$ cat config.mk
export PLATFORM = sky130hd
export DESIGN_NAME = idx_ea_gen
export DESIGN_NICKNAME = d
export VERILOG_FILES = /design/src/rtl/idx_pkg.sv /design/src/rtl/idx_decode.sv /design/src/rtl/idx_addr.sv /design/src/rtl/idx_ea_gen.sv
export SDC_FILE = /design/constraint.sdc
export NUM_CORES = 1
export LEC_CHECK = 0
export ABC_AREA = 1
export BUFFER_PORTS_ARGS = -buffer_cell sky130_fd_sc_hd__clkbuf_2
export CORE_MARGIN = 4
export CORE_UTILIZATION = 40
export CTS_BUF_LIST = sky130_fd_sc_hd__clkbuf_8
export DETAILED_ROUTE_END_ITERATION = 8
export PLACE_DENSITY = 0.84
export REMOVE_ABC_BUFFERS = 1
export SYNTH_ARGS = -nofsm -noshare
export SYNTH_HDL_FRONTEND = slang
export SYNTH_SLANG_ARGS = --single-unit
$ cat constraint.sdc
create_clock -name clk_i -period 4.5 [get_ports clk_i]
set_clock_uncertainty 0.2 [all_clocks]
set_input_delay 0.45 -clock clk_i [delete_from_list [all_inputs] [get_ports clk_i]]
set_output_delay 0.45 -clock clk_i [all_outputs]
set_load 0.02 [all_outputs]
$ cat src/rtl/idx_pkg.sv
package idx_pkg;
  localparam int AW = 16;
  localparam int BW = 8;

  typedef enum logic [1:0] {
    REG_X  = 2'b00,
    REG_Y  = 2'b01,
    REG_SP = 2'b10,
    REG_PC = 2'b11
  } reg_sel_e;

  typedef struct packed {
    reg_sel_e        rsel;
    logic [AW-1:0]   offs;
    logic            is_auto;
    logic            is_post;
    logic            is_ind;
    logic [1:0]      ext_cnt;
  } idx_dec_t;
endpackage

$ cat src/rtl/idx_decode.sv
module idx_decode
  import idx_pkg::*;
(
  input  logic [BW-1:0] pb_i,
  input  logic [BW-1:0] e0_i,
  input  logic [BW-1:0] e1_i,
  input  logic [BW-1:0] a_i,
  input  logic [BW-1:0] b_i,
  output idx_dec_t      dec_o
);
  localparam int K5W = 5;
  localparam int AMW = 4;

  always_comb begin
    dec_o = '0;
    if (pb_i[7:5] == 3'b111) begin
      dec_o.rsel = reg_sel_e'(pb_i[4:3]);
      if (!pb_i[2]) begin
        if (!pb_i[1]) begin
          dec_o.offs    = {{(AW-BW){pb_i[0]}}, e0_i};
          dec_o.ext_cnt = 2'd1;
        end else begin
          dec_o.offs    = {e0_i, e1_i};
          dec_o.ext_cnt = 2'd2;
          dec_o.is_ind  = pb_i[0];
        end
      end else begin
        unique case (pb_i[1:0])
          2'b00:   dec_o.offs = {{(AW-BW){1'b0}}, a_i};
          2'b01:   dec_o.offs = {{(AW-BW){1'b0}}, b_i};
          default: dec_o.offs = {a_i, b_i};
        endcase
        dec_o.is_ind = &pb_i[1:0];
      end
    end else begin
      dec_o.rsel = reg_sel_e'(pb_i[7:6]);
      if (!pb_i[5]) begin
        dec_o.offs = {{(AW-K5W){pb_i[K5W-1]}}, pb_i[K5W-1:0]};
      end else begin
        dec_o.is_auto = 1'b1;
        dec_o.is_post = pb_i[4];
        // non-negative codes are skewed by one so zero is never a step
        if (pb_i[AMW-1]) dec_o.offs = {{(AW-AMW){1'b1}}, pb_i[AMW-1:0]};
        else             dec_o.offs = {{(AW-AMW){1'b0}}, pb_i[AMW-1:0]} + AW'(1);
      end
    end
  end
endmodule

$ cat src/rtl/idx_addr.sv
module idx_addr
  import idx_pkg::*;
(
  input  idx_dec_t      dec_i,
  input  logic [AW-1:0] x_i,
  input  logic [AW-1:0] y_i,
  input  logic [AW-1:0] sp_i,
  input  logic [AW-1:0] pc_i,
  output logic [AW-1:0] sum_o,
  output logic [AW-1:0] ea_o
);
  localparam int NREG = 4;

  logic [AW-1:0] regs [NREG];
  logic [AW-1:0] base;

  assign regs[0] = x_i;
  assign regs[1] = y_i;
  assign regs[2] = sp_i;
  assign regs[3] = pc_i;

  assign base  = regs[dec_i.rsel];
  assign sum_o = base + dec_i.offs;
  assign ea_o  = (dec_i.is_auto && dec_i.is_post) ? base : sum_o;
endmodule

$ cat src/rtl/idx_ea_gen.sv
module idx_ea_gen
  import idx_pkg::*;
(
  input  logic          clk_i,
  input  logic          rst_ni,
  input  logic          start_i,
  input  logic [BW-1:0] postbyte_i,
  input  logic [BW-1:0] ext0_i,
  input  logic [BW-1:0] ext1_i,
  input  logic [AW-1:0] x_i,
  input  logic [AW-1:0] y_i,
  input  logic [AW-1:0] sp_i,
  input  logic [AW-1:0] pc_i,
  input  logic [BW-1:0] acc_a_i,
  input  logic [BW-1:0] acc_b_i,
  output logic [1:0]    ext_cnt_o,
  output logic          done_o,
  output logic [AW-1:0] ea_o,
  output logic          wb_en_o,
  output logic [1:0]    wb_sel_o,
  output logic [AW-1:0] wb_val_o,
  output logic          rd_req_o,
  output logic [AW-1:0] rd_addr_o,
  input  logic          rd_valid_i,
  input  logic [AW-1:0] rd_data_i
);
  idx_dec_t      dec;
  logic [AW-1:0] sum, dir_ea, ptr_q;
  logic          wait_q, accept;

  idx_decode u_dec (
    .pb_i (postbyte_i), .e0_i (ext0_i), .e1_i (ext1_i),
    .a_i  (acc_a_i),    .b_i  (acc_b_i), .dec_o (dec)
  );

  idx_addr u_addr (
    .dec_i (dec), .x_i (x_i), .y_i (y_i), .sp_i (sp_i), .pc_i (pc_i),
    .sum_o (sum), .ea_o (dir_ea)
  );

  assign accept = start_i && !wait_q;

  always_ff @(posedge clk_i or negedge rst_ni) begin
    if (!rst_ni) begin
      wait_q <= 1'b0;
      ptr_q  <= '0;
    end else if (accept && dec.is_ind) begin
      wait_q <= 1'b1;
      ptr_q  <= sum;
    end else if (wait_q && rd_valid_i) begin
      wait_q <= 1'b0;
    end
  end

  assign ext_cnt_o = dec.ext_cnt;
  assign done_o    = (accept && !dec.is_ind) || (wait_q && rd_valid_i);
  assign ea_o      = wait_q ? rd_data_i : dir_ea;
  assign wb_en_o   = accept && dec.is_auto;
  assign wb_sel_o  = dec.rsel;
  assign wb_val_o  = sum;
  assign rd_req_o  = wait_q;
  assign rd_addr_o = ptr_q;

  a_r11_req_held: assert property (@(posedge clk_i) disable iff (!rst_ni)
    rd_req_o && !rd_valid_i |=> rd_req_o && $stable(rd_addr_o));
  a_r11_req_drops: assert property (@(posedge clk_i) disable iff (!rst_ni)
    done_o |=> !rd_req_o);
  a_r6_wb_with_done: assert property (@(posedge clk_i) disable iff (!rst_ni)
    wb_en_o |-> done_o && !rd_req_o);
  a_r6_wb_never_pc: assert property (@(posedge clk_i) disable iff (!rst_ni)
    wb_en_o |-> wb_sel_o != REG_PC);
  a_r9_ext_cnt_range: assert property (@(posedge clk_i) disable iff (!rst_ni)
    ext_cnt_o != 2'd3);
  a_r12_start_ignored: assert property (@(posedge clk_i) disable iff (!rst_ni)
    rd_req_o && !rd_valid_i |-> !done_o && !wb_en_o);
endmodule

== Yosys cells after proc, flatten, opt, wreduce, memory -nomap -nowiden ==
Index checks and enable logic that the tools add are counted.

* Output and inout port bits: 55
* Input port bits: 124
* Register bits after elaboration: 17
* Logic and storage cells: 40

* Muxes and demuxes: 20
* Reduce and logical (&&, ||, !) cells: 12
* Bitwise operators: 1
* $lt $le $gt $ge: 1
* Equal/unequal tests: 2
* Add/sub/neg operators: 2

{| class="wikitable"
|+ Operators with widths
! cell !! count
|-
| 2-to-1 mux 16 bit || 8
|-
| binary-select mux 16 bit (select 2 bit) || 1
|-
| one-hot mux 16 bit (2 select lines) || 1
|-
| 2-to-1 mux 18 bit || 1
|-
| adder 16 bit || 1
|-
| 2-to-1 mux 2 bit || 4
|-
| logical AND 1 bit || 6
|-
| adder 4 x 1 -> 5 bit (second input constant) || 1
|-
| 2-to-1 mux 1 bit || 4
|-
| equality test 3 bit (second input constant) || 1
|-
| greater-or-equal comparator 3 bit (second input constant) || 1
|-
| 2-to-1 mux 3 bit || 1
|-
| inverter 2 -> 3 bit || 1
|-
| equality test 2 x 1 -> 1 bit (second input constant) || 1
|-
| zero test 1 bit || 2
|-
| zero test 2 bit || 1
|-
| AND reduction 2 bit || 1
|-
| nonzero test 2 bit || 1
|-
| logical OR 1 bit || 1
|}

== Depth between registers and ports, before layout ==
Gate-level depths: netlist of the first run.

* Depth in word-level cells: 11
* Gate-level depth with buffers: 22
* Gate-level depth less buffers: 21

== By module ==
A second synthesis of the first run with hierarchy kept.

* Cell total of the unflattened synthesis: 640
* Area total of the unflattened synthesis: 3,331.9 sq um

{| class="wikitable"
|+ Modules (own cells, without submodules)
! module !! times used !! cells each !! area each (sq um)
|-
| idx_addr || 1 || 329 || 1,581.5
|-
| idx_ea_gen || 1 || 131 || 947.2
|-
| idx_decode || 1 || 180 || 803.3
|}

== Worst setup path before layout of the first run ==
Ideal clock, no wire load.

* Kind: input to output
* Start: input port postbyte_i[1]
* End: output port ea_o[8]
* Stages on the path: 19
* Data arrival time: 3.339 ns
* Path buffers: 1
* Required time: 3.850 ns
* Path slack: 0.511 ns
* Cell sequence: inv_1 -> ha_1 -> clkbuf_1 -> inv_1 -> o21ai_0 -> nand2_1 -> o221ai_1 -> a21oi_1 -> ha_1 -> fa_1 -> nand3_1 -> nand2_1 -> nand2_1 -> nand2_1 -> nand2_1 -> nand3_1 -> nand2_1 -> nor2_1 -> o21ai_0

* Cells in the longest elaborated chain, start to end: 7

{| class="wikitable"
|+ RTL lines
! what !! RTL line !! RTL
|-
| start: declaration || idx_ea_gen.sv:7 || <nowiki>input logic [BW-1:0] postbyte_i,</nowiki>
|-
| adder 4 x 1 -> 5 bit, or another cell as far along || idx_decode.sv:44 || <nowiki>else dec_o.offs = {{(AW-AMW){1'b0}}, pb_i[AMW-1:0]} + AW'(1);</nowiki>
|-
| 2-to-1 mux 16 bit / one-hot mux 16 bit (2 select lines) (equally long branches) || idx_decode.sv:43, idx_decode.sv:28 ||
|-
| 2-to-1 mux 16 bit (on tied branches) || idx_decode.sv:37, idx_decode.sv:18 ||
|-
| 2-to-1 mux 18 bit (*) || idx_decode.sv:16 || <nowiki>if (pb_i[7:5] == 3'b111) begin</nowiki>
|-
| adder 16 bit (*) || idx_addr.sv:23 || <nowiki>assign sum_o = base + dec_i.offs;</nowiki>
|-
| net wb_val_o[8] || idx_ea_gen.sv:21 || <nowiki>output logic [AW-1:0] wb_val_o,</nowiki>
|-
| 2-to-1 mux 16 bit (*) || idx_addr.sv:24 || <nowiki>assign ea_o = (dec_i.is_auto && dec_i.is_post) ? base : sum_o;</nowiki>
|-
| 2-to-1 mux 16 bit (*) || idx_ea_gen.sv:57 || <nowiki>assign ea_o = wait_q ? rd_data_i : dir_ea;</nowiki>
|-
| end: declaration || idx_ea_gen.sv:18 || <nowiki>output logic [AW-1:0] ea_o,</nowiki>
|}

The timed path passes the listed nets; every way through them passes the cells marked *.

== Worst setup path in the final report of the first run ==
* Start: input port postbyte_i[1]
* End: output port ea_o[14]

* Cells in the longest elaborated chain, start to end: 7

{| class="wikitable"
|+ RTL lines
! what !! RTL line
|-
| adder 4 x 1 -> 5 bit, or another cell as far along || idx_decode.sv:44
|-
| 2-to-1 mux 16 bit / one-hot mux 16 bit (2 select lines) (equally long branches) || idx_decode.sv:43, idx_decode.sv:28
|-
| 2-to-1 mux 16 bit (on tied branches) || idx_decode.sv:37, idx_decode.sv:18
|-
| 2-to-1 mux 18 bit (*) || idx_decode.sv:16
|-
| adder 16 bit (*) || idx_addr.sv:23
|-
| 2-to-1 mux 16 bit (*) || idx_addr.sv:24
|-
| 2-to-1 mux 16 bit (*) || idx_ea_gen.sv:57
|}

Mark *: on every way between the ends. The rest lies on a longest branch, timed or not.

==> metrics.md, run 1 <==
| Metric | Value |
|---|---|
| Top cell type's share of synthesized area | `16.6%` |
| Worst-Margin Slew | `888 ps` |
| Post-synthesis instance area | `3240 µm²` |
| Layout area overhead | `30.4%` |
| Kind of critical path | `input port to output port` |
| CTS tree | `done` |
| Vias in the first global route | `4,297` |
| Max-cap violations | `0` |
| Final hold viol count | `0` |
| CTS Buf Count | `3` |
| HPWL after DPL | `11,700 µm` |
| Largest area contributor in the netlist | `nand2_1` |
| Setup Buffers After CTS | `0` |
| CTS max path bufs | `2` |
| Global route total overflow | `0` |
| Hold buffers post-CTS | `1` |
| RePlAce Congestion | `0.987` |
| H-tree depth | `1` |
| Starting DRT DRC Count | `280` |
| Syn Area/Cell | `5.90 µm²` |
| Slew margin rel. | `40.8%` |
| Ys Warns | `0` |
| DRT Pass-1 Iters | `5` |
| Final period util | `92.8%` |
| N_diodes | `0` |
| Post-layout min period | `4180 ps` |
| Antenna-violating nets left | `0` |
| Layout cells sized above 1 | `32.7%` |
| Seq/Total Area, Yosys | `13.1%` |
| Die Wd | `98.0 µm` |
| Die area | `9600 µm²` |
| I/O pin count | `179` |
| Initial antenna violation count | `0` |
| Total negative setup slack | `0 ps` |
| Hold WS | `199 ps` |
| Total number of vias | `4,461` |
| CP Data Arrival Time | `3530 ps` |
| Placeable core area | `7810 µm²` |
| GRT Total Usage | `27.7%` |
| Die H | `98.0 µm` |
| Final setup violation count | `0` |
| Via density | `5.44` |
| Cell variety after synth | `41` |
| Final-report max-slew violation count | `0` |
| Critical path fanouts, max | `8` |
| Clk sinks | `17` |
| HP Class | `input port to flop` |
| Fmax | `0.239 GHz` |
| Cts repair resizes | `0` |
| First-pass GRT wire length | `21,600 µm` |
| Number of fill cells | `811` |
| Leak pwr | `2.41 nW` |
| Cells after Synth | `549` |
| Post-DR wirelength/cell | `17.0 µm` |
| Rows | `32` |
| Starting density of the core | `41.5%` |
| Drc violations | `0` |
| Peak supply drop | `102 µV` |
| Util after Layout | `54.1%` |
| Ranking of synthesized cells by area | `nand2_1 17%, dfrtp_1 13%, o21ai_0 7.6%` |
| RSZ-0062 raised after global routing | `false` |
| Nets | `863` |
| PortBufs | `178` |
| CTS Root Cell | `clkbuf_8` |
| Outcome | `complete, no violations` |
| CP required | `3850 ps` |
| CP startpoint kind | `input port` |
| Register bit total from synthesis | `17` |
| Clk_lat worst skew | `250 ps` |
| Pwr Density | `316 nW/µm²` |
| Largest net degree at the start of global routing | `29` |
| Clock transition at path regs | `70 ps` |
| Final wirelength | `13,900 µm` |
| Endpoint class of the critical path | `output port` |
-- registers in the layout, indices dropped and copies added (netlist names) --
register and flops:
rd_addr_o 16, rd_req_o 1
-- kinds of logic (layout without fill, tap and decap cells) --
group                    Yosys count  after routing  synth area share [%]
adder cells (fa/ha/maj)           20             20                  7.96
AO/OA/AOI/OAI                    150            150                  28.3
buffers and inverters             84            253                  11.7
flip-flops                        17             17                  13.1
XOR/XNOR                           6              6                  1.62
AND/OR/NAND/NOR                  272            272                  37.3
-- report_power, final --
part,switching (mW),internal (mW),total [mW]
Combinational,0.659,0.333,0.991
Sequential,0.0266,0.197,0.223
Clock,0.0600,0.0616,0.122
Total,0.745,0.591,1.34
-- synthesized netlist by cell type, drive strengths merged --
library cell    n
nand4           3
o22ai           2
xnor2           4
o221ai          7
inv            61
a31oi          10
a22oi           1
clkinv          3
nand3          41
nand3b          2
o211ai         15
nor2           56
nand2         153
a21o            1
or2            13
fa              1
nor3            4
a21oi          35
dfrtp          17
xor2            2
ha             19
o21ai          70
o21bai          9
clkbuf          4
buf            16
-- metal layers --
layer	vias to the layer above	GRT usage, %	wire length, µm
li1	2178	-	-
met1	1971	34.1	5640
met2	278	47.8	6470
met3	34	5.21	1320
met4	0	10.1	496
met5	-	0	0
-- cell usage in the layout, fill, tap and decap left out, types with 4 or more instances in the layout --
| cell type | count |
|---|---|
| nand3_1 | 36 |
| o21ai_0 | 49 |
| ha_1 | 19 |
| nand2_2 | 9 |
| xnor2_1 | 4 |
| a31oi_1 | 10 |
| dfrtp_1 | 17 |
| o211ai_2 | 6 |
| or2_2 | 12 |
| o21bai_1 | 8 |
| clkbuf_2 | 178 |
| o21ai_2 | 4 |
| nor2_1 | 54 |
| a21oi_1 | 34 |
| o211ai_1 | 9 |
| o21ai_1 | 17 |
| nand2_1 | 143 |
| nand3_2 | 5 |
| o221ai_1 | 7 |
| buf_4 | 6 |
| inv_1 | 57 |
-- layout make-up --
class	instances	area, µm²	area share, %
clock buffer	3	41.3	0.978
sequential	17	425	10.1
multi-input combinational	448	2430	57.7
tap	102	128	3.02
timing repair buffer	185	946	22.4
clock inverter	1	5.00	0.119
inverter	64	243	5.75
-- final timing paths --
kind | startpoint | endpoint | slack [ps] | depth (start not counted)
max | postbyte_i[1] | ea_o[14] | 320 | 19
min | rd_valid_i | rd_req_o | 200 | 2
max reg2reg | rd_req_o | rd_addr_o[4] | 2080 | 7
min reg2reg | rd_addr_o[1] | rd_addr_o[1] | 290 | 2
max in group asynchronous | rst_ni | rd_addr_o[0] | 3270 | 2
min in group asynchronous | rst_ni | rd_addr_o[5] | 480 | 2
-- metrics by stage --
step | cell area [µm²] | total power, mW | instances | worst slack, ps
floorplan | 3100 | 0.853 | 529 | 393
global route | 4220 | 1.44 | 820 | 67.9
finish | 4220 | 1.34 | 820 | 323
detailed placement | 4170 | 1.21 | 815 | 394
global placement | 4170 | 1.20 | 815 | 404
CTS | 4220 | 1.33 | 820 | 393
-- critical path, stage by stage --
cell	delay (ps)
clkbuf_2	140
inv_1	130
ha_1	310
buf_4	200
a21oi_1	70
nand2_1	80
o221ai_1	130
a21oi_1	280
ha_1	360
a21oi_1	320
nor2_1	100
nor2_1	200
nor2_1	70
nor2_1	140
nand3_1	140
nand3_1	110
nand2_1	70
nand2_1	70
clkbuf_2	170
Note: power is estimated with default switching activity, not from simulation.
==> inputs of run 2 (changes only) <==
--- a/config.mk
+++ b/config.mk
@@ -12,7 +12,7 @@
 export CTS_BUF_LIST = sky130_fd_sc_hd__clkbuf_8
 export DETAILED_ROUTE_END_ITERATION = 8
 export PLACE_DENSITY = 0.84
-export REMOVE_ABC_BUFFERS = 1
 export SYNTH_ARGS = -nofsm -noshare
 export SYNTH_HDL_FRONTEND = slang
+export SYNTH_HIERARCHICAL = 1
 export SYNTH_SLANG_ARGS = --single-unit
==> metrics.md, run 2 <==
| Metric | Value |
|---|---|
| CTS Buf Count | `3 (unchanged)` |
| Max-cap violations | `0 (unchanged)` |
| Top cell type's share of synthesized area | `31.7% (+15 points)` |
| Die area | `9850 µm² (+2.6%)` |
| Layout cells sized above 1 | `25.6% (-7.2 points)` |
| Peak supply drop | `127 µV (+24%)` |
| Post-synthesis instance area | `3330 µm² (+2.9%)` |
| Starting density of the core | `40.8% (-0.73 points)` |
| CP Data Arrival Time | `3530 ps (about the same)` |
| Starting DRT DRC Count | `254 (-9.3%)` |
| Ys Warns | `6 (+6)` |
| Largest net degree at the start of global routing | `36 (+24%)` |
| CTS tree | `done` |
| Total number of vias | `4,537 (+1.7%)` |
| Nets | `951 (+10%)` |
| Worst-Margin Slew | `758 ps (-130 ps)` |
| Max Used Layer | `met4` |
| Slew margin rel. | `49.4% (+8.7 points)` |
| Clk_lat worst skew | `250 ps (about the same)` |
| RePlAce Congestion | `0.962 (-2.5%)` |
| CP startpoint kind | `input port` |
| Placeable core area | `8180 µm² (+4.7%)` |
| HP Class | `input port to flop` |
| Number of fill cells | `906 (+12%)` |
| Seq/Total Area, Yosys | `12.8% (-0.36 points)` |
| Detail Route met3 WL | `1030 µm (-22%)` |
| Final setup violation count | `0 (unchanged)` |
| Vias in the first global route | `4,111 (-4.3%)` |
| Most common flop cell mapped by yosys | `dfrtp_1` |
| Leak pwr | `2.75 nW (+14%)` |
| Syn_nets | `784` |
| I/O pin count | `179 (unchanged)` |
| Syn Area/Cell | `5.21 µm² (-12%)` |
| CTS Root Cell | `clkbuf_8` |
| Initial antenna violation count | `0 (unchanged)` |
| Die H | `99.3 µm (+1.3%)` |
| Global route total overflow | `0 (unchanged)` |
| DR WL met2 | `5340 µm (-17%)` |
| CP required | `3850 ps (about the same)` |
| Die Wd | `99.3 µm (+1.3%)` |
| PortBufs | `178 (unchanged)` |
| Final-report max-slew violation count | `0 (unchanged)` |
| Met1 Routed Length | `5070 µm (-10%)` |
| Most frequent cells in the layout | `281 x nand2_1, 178 x clkbuf_2, 69 x inv_1` |
| Number of synthesized flops with an enable pin | `0 (unchanged)` |
| Largest area contributor in the netlist | `nand2_1` |
| Cells after Synth | `640 (+17%)` |
| Fmax | `0.239 GHz (about the same)` |
| Endpoint class of the critical path | `output port` |
| Antenna-violating nets left | `0 (unchanged)` |
| Post-layout min period | `4180 ps (+3.68 ps)` |
| Post-DR wirelength/cell | `12.8 µm (-25%)` |
| CTS max path bufs | `2 (unchanged)` |
| Rows | `33 (+3.1%)` |
| Finished Layout Cells | `911 (+11%)` |
| Register bit total from synthesis | `17 (unchanged)` |
| Final period util | `92.9% (about the same)` |
| Layout area overhead | `29.8%` |
| Final hold viol count | `0 (unchanged)` |
| Util after Layout | `52.9% (-1.2 points)` |
| Cts repair resizes | `0 (unchanged)` |
| Post-synth ARST share | `100% (unchanged)` |
| Most numerous cell in the Yosys netlist | `nand2_1` |
| Kind of critical path | `input port to output port` |
| Clock transition at path regs | `60 ps (about the same)` |
| Drc violations | `0 (unchanged)` |
| Cell variety after synth | `30 (-27%)` |
| DRT Pass-1 Iters | `6 (+1)` |
| Ranking of synthesized cells by area | `nand2_1 32%, dfrtp_1 13%, inv_1 7.8%` |
| Hold WS | `176 ps (-23.0 ps)` |
| Cell Count Post-Placement | `906 (+11%)` |
| First-pass GRT wire length | `18,700 µm (-13%)` |
| HPWL after DPL | `9910 µm (-15%)` |
| Pwr Density | `313 nW/µm² (-1.2%)` |
| Critical path fanouts, max | `23 (+15)` |
| H-tree depth | `1 (unchanged)` |
| N_diodes | `0 (unchanged)` |
| Outcome | `complete, no violations` |
| GRT Total Usage | `22.7% (-5.0 points)` |
| Total negative setup slack | `0 ps (unchanged)` |
| Synth cell count leaders | `281 x nand2_1, 69 x inv_1, 60 x nor2_1` |
| Max FFs per register | `16 (unchanged)` |
| Final wirelength | `11,600 µm (-16%)` |
| Clk sinks | `17 (unchanged)` |
| Via density | `4.98 (-8.5%)` |
| RSZ-0062 raised after global routing | `false` |
| Most common cell after layout, fill and taps aside | `nand2_1` |
run 2: cell count changes after synthesis, sizes merged, moves of 11 or more:
cell	delta
nand2	+130
a21oi	-22
inv	+17
nand4	+17
o21ai	-15
o211ai	-13
or2	-13
o22ai	+12
nand3	-11
run 2: per-stage QoR:
step	power (mW)	instance area, µm²	setup WS (ps)
floorplan	0.893	3330	454
global placement	1.22	4270	473
detailed placement	1.24	4270	358
CTS	1.35	4320	359
global route	1.48	4320	38.5
finish	1.35	4320	319
run 2: kinds of logic (layout without fill, tap and decap cells):
| kind of cell | count (synthesis) | in the layout | synth area share, % |
|---|---|---|---|
| and+or+nand+nor | 406 | 406 | 50.2 |
| adders and majority gates | 20 | 20 | 7.74 |
| xor gates and xnor gates | 7 | 7 | 1.84 |
| DFF | 17 | 17 | 12.8 |
| buffers and inverters | 106 | 272 | 14.0 |
| AOI/OAI and AO/OA | 84 | 84 | 13.4 |
run 2: power breakdown:
part,internal (mW),switching [mW],total [mW]
clock,0.0615,0.0528,0.114
combinational,0.345,0.668,1.01
sequential,0.198,0.0268,0.225
run 2: what timing repair did:
item                      CTS  global route
buffers inserted            0             0
hold endpoints to repair   17             0
hold buffers                1             0
run 2: routing by layer:
layer / global-route usage [%] / vias up
li1: - / 2353
met1: 30.6 / 1963
met2: 38.9 / 204
met3: 2.31 / 17
met4: 5.46 / 0
met5: 0 / -
run 2: final cells by class:
| class | count | area, µm² | share of cell area (%) |
|---|---|---|---|
| clock inverters | 1 | 5.00 | 0.116 |
| inverters | 79 | 304 | 7.03 |
| well taps | 105 | 131 | 3.04 |
| repair buffers | 189 | 976 | 22.6 |
| flip-flops and latches | 17 | 425 | 9.84 |
| multi-input cells | 517 | 2440 | 56.5 |
| clock buffers | 3 | 41.3 | 0.955 |
run 2: worst paths after layout:
path	slack, ps	cells past startpoint	from	endpoint
max in group asynchronous	3340	2	rst_ni	rd_req_o
min in group asynchronous	470	2	rst_ni	rd_addr_o[12]
worst max-delay path	320	20	postbyte_i[5]	ea_o[8]
worst min register to register	270	2	rd_addr_o[7]	rd_addr_o[7]
worst min-delay path	180	2	rd_valid_i	rd_req_o
worst max register to register	2730	4	rd_req_o	rd_addr_o[5]
run 2: worst max-delay path, stage by stage:
cell	delay, ps
clkbuf_2	140
nand2_1	200
o21ai_0	180
inv_1	150
buf_4	250
o21ai_1	100
o22ai_1	320
ha_1	240
inv_1	50
fa_1	390
inv_1	90
nand3_1	80
nand2_2	100
a21oi_1	80
xnor2_1	260
nand2_1	90
nand2_1	70
nand2_1	50
nand2_1	60
clkbuf_2	160
==> inputs of run 3 (changes only) <==
--- a/config.mk
+++ b/config.mk
@@ -6,12 +6,13 @@
 export NUM_CORES = 1
 export LEC_CHECK = 0
 export ABC_AREA = 1
-export BUFFER_PORTS_ARGS = -buffer_cell sky130_fd_sc_hd__clkbuf_2
+export BUFFER_PORTS_ARGS = -buffer_cell sky130_fd_sc_hd__buf_2
 export CORE_MARGIN = 4
 export CORE_UTILIZATION = 40
 export CTS_BUF_LIST = sky130_fd_sc_hd__clkbuf_8
 export DETAILED_ROUTE_END_ITERATION = 8
 export PLACE_DENSITY = 0.84
+export REMOVE_ABC_BUFFERS = 1
 export SYNTH_ARGS = -nofsm -noshare
 export SYNTH_HDL_FRONTEND = slang
 export SYNTH_HIERARCHICAL = 1
==> metrics.md, run 3 (synthesis gave the netlist of run 2 again) <==
| Metric | Value |
|---|---|
| Outcome | `complete, no violations` |
| RSZ-0062 raised after global routing | `false` |
| Peak supply drop | `121 µV (-4.5%)` |
| Die Wd | `99.3 µm (unchanged)` |
| Hold WS | `179 ps (+2.65 ps)` |
| Die area | `9850 µm² (unchanged)` |
| Total negative setup slack | `0 ps (unchanged)` |
| Area of the multi-input gates | `2440 µm² (unchanged)` |
| Max-cap violations | `0 (unchanged)` |
| Layout area overhead | `29.2%` |
| I/O pin count | `179 (unchanged)` |
| GRT Total Usage | `22.8% (+0.073 points)` |
| Worst slack at placement | `349 ps (-8.62 ps)` |
| Placeable core area | `8180 µm² (unchanged)` |
| H-tree depth | `1 (unchanged)` |
| Leak pwr | `2.71 nW (-1.4%)` |
| Slew margin rel. | `52.0% (+2.6 points)` |
| Starting density of the core | `40.8% (unchanged)` |
| Fmax | `0.239 GHz (-0.13%)` |
| Final-report max-slew violation count | `0 (unchanged)` |
| Worst-Margin Slew | `720 ps (-38.7 ps)` |
| Pwr Density | `306 nW/µm² (-2.0%)` |
| Max FFs per register | `16 (unchanged)` |
| Most common cell after layout, fill and taps aside | `nand2_1` |
| Die H | `99.3 µm (unchanged)` |
| Post-layout min period | `4190 ps (+5.24 ps)` |
| Endpoint class of the critical path | `output port` |
| DRT Pass-1 Iters | `5 (-1)` |
| Largest net degree at the start of global routing | `36 (unchanged)` |
| CTS Root Cell | `clkbuf_8` |
| Hold path cells | `2 (unchanged)` |
| Initial antenna violation count | `0 (unchanged)` |
| Antenna-violating nets left | `0 (unchanged)` |
| Clock transition at path regs | `60 ps (about the same)` |
| Critical path startpoint | `postbyte_i[1]` |
| Clk_lat worst skew | `240 ps (about the same)` |
| RR Startpoint | `rd_req_o` |
| Min-delay src | `rd_valid_i` |
| Cell Count Post-Placement | `902 (-0.44%)` |
| Nets | `947 (-0.42%)` |
| Post-DR wirelength/cell | `13.0 µm (+1.6%)` |
| First-pass GRT wire length | `18,800 µm (+0.26%)` |
| Global route total overflow | `0 (unchanged)` |
| Clk sinks | `17 (unchanged)` |
| Worst Reg2Reg Path Length in Cells | `4 (unchanged)` |
| Via density | `4.97 (-0.11%)` |
| HP Class | `input port to flop` |
| Area taken by flip-flops and latches | `425 µm² (unchanged)` |
| HPWL after DPL | `9970 µm (+0.57%)` |
| Worst R2R Setup Slack | `2800 ps (+70 ps)` |
| RePlAce Congestion | `0.974 (+1.3%)` |
| Total number of vias | `4,512 (-0.55%)` |
| Finished Layout Cells | `907 (-0.44%)` |
| CP Data Arrival Time | `3540 ps (about the same)` |
| CP startpoint kind | `input port` |
| Final hold viol count | `0 (unchanged)` |
| Setup Buffers After CTS | `0 (unchanged)` |
| N_diodes | `0 (unchanged)` |
| Most frequent cells in the layout | `281 x nand2_1, 178 x buf_2, 70 x inv_1` |
| Critical path fanouts, max | `21 (-8.7%)` |
| Final setup violation count | `0 (unchanged)` |
| CTS Buf Count | `3 (unchanged)` |
| Final period util | `93.0% (+0.12 points)` |
| Setup ws final | `314 ps (-5.24 ps)` |
| Hold path endpoint | `rd_req_o` |
| Layout cells sized above 1 | `25.1% (-0.50 points)` |
| Reg2reg end | `rd_addr_o[12]` |
| CTS tree | `done` |
| CP required | `3850 ps (about the same)` |
| Vias in the first global route | `4,047 (-1.6%)` |
| Kind of critical path | `input port to output port` |
| CTS max path bufs | `2 (unchanged)` |
| Drc violations | `0 (unchanged)` |
| Number of fill cells | `931 (+2.8%)` |
| Rows | `33 (unchanged)` |
| Final wirelength | `11,800 µm (+1.2%)` |
| PortBufs | `178 (unchanged)` |
| Starting DRT DRC Count | `183 (-28%)` |
## run 3: worst max-delay path by stage
stage               endpoint  depth (start not counted)
floorplan            ea_o[8]                         19
global placement     ea_o[8]                         21
detailed placement   ea_o[8]                         21
CTS                  ea_o[8]                         21
global route         ea_o[8]                         21
finish               ea_o[8]                         21
## run 3: per-layer routing
| layer | global-route usage (%) | vias to the layer above | share of wire (%) |
|---|---|---|---|
| met1 | 31.3 | 1963 | 45 |
| met4 | 4.94 | 0 | 1.5 |
| met3 | 3.51 | 16 | 8.4 |
| met2 | 37.7 | 186 | 45 |
| met5 | 0 | - | 0 |
| li1 | - | 2347 | - |
## run 3: final cells by class
class / count / area share, %
multi-input cells: 517 / 56.7
repair buffers: 185 / 22.3
flip-flops and latches: 17 / 9.88
inverters: 79 / 7.06
well taps: 105 / 3.05
clock buffers: 3 / 0.959
clock inverters: 1 / 0.0872
## run 3: repair_timing
item | CTS | global route
hold buffers | 1 | 0
endpoints found under the hold margin | 17 | 0
gates resized for setup | 0 | 0
## run 3: critical path, stage by stage
cell and delay (ps):
buf_2 280, inv_1 130, ha_1 320, nand2_1 270, nand2_1 100, nand2_1 70
nand2_1 50, a21oi_1 220, ha_1 200, inv_1 50, fa_1 410, inv_1 90
nand3_1 80, nand2_2 100, a21oi_1 80, xnor2_1 210, nand2_1 80, nand2_1 60
nand2_1 60, nand2_1 60, buf_2 160
## run 3: per-stage QoR
step                      total power, mW  utilization [%]  area [µm²]
after floorplan                     0.877                -        3170
after global placement               1.20             52.0        4250
after detailed placement             1.21             52.0        4250
after CTS                            1.32             52.7        4310
after global routing                 1.45             52.7        4310
final                                1.32             52.7        4310
## run 3: where the power goes
part	leakage, nW	switching [mW]	total [mW]	internal, mW
registers	0.221	0.0228	0.221	0.198
logic	2.46	0.648	0.991	0.344
clock network	0.0269	0.0467	0.107	0.0603
total	2.71	0.717	1.32	0.602
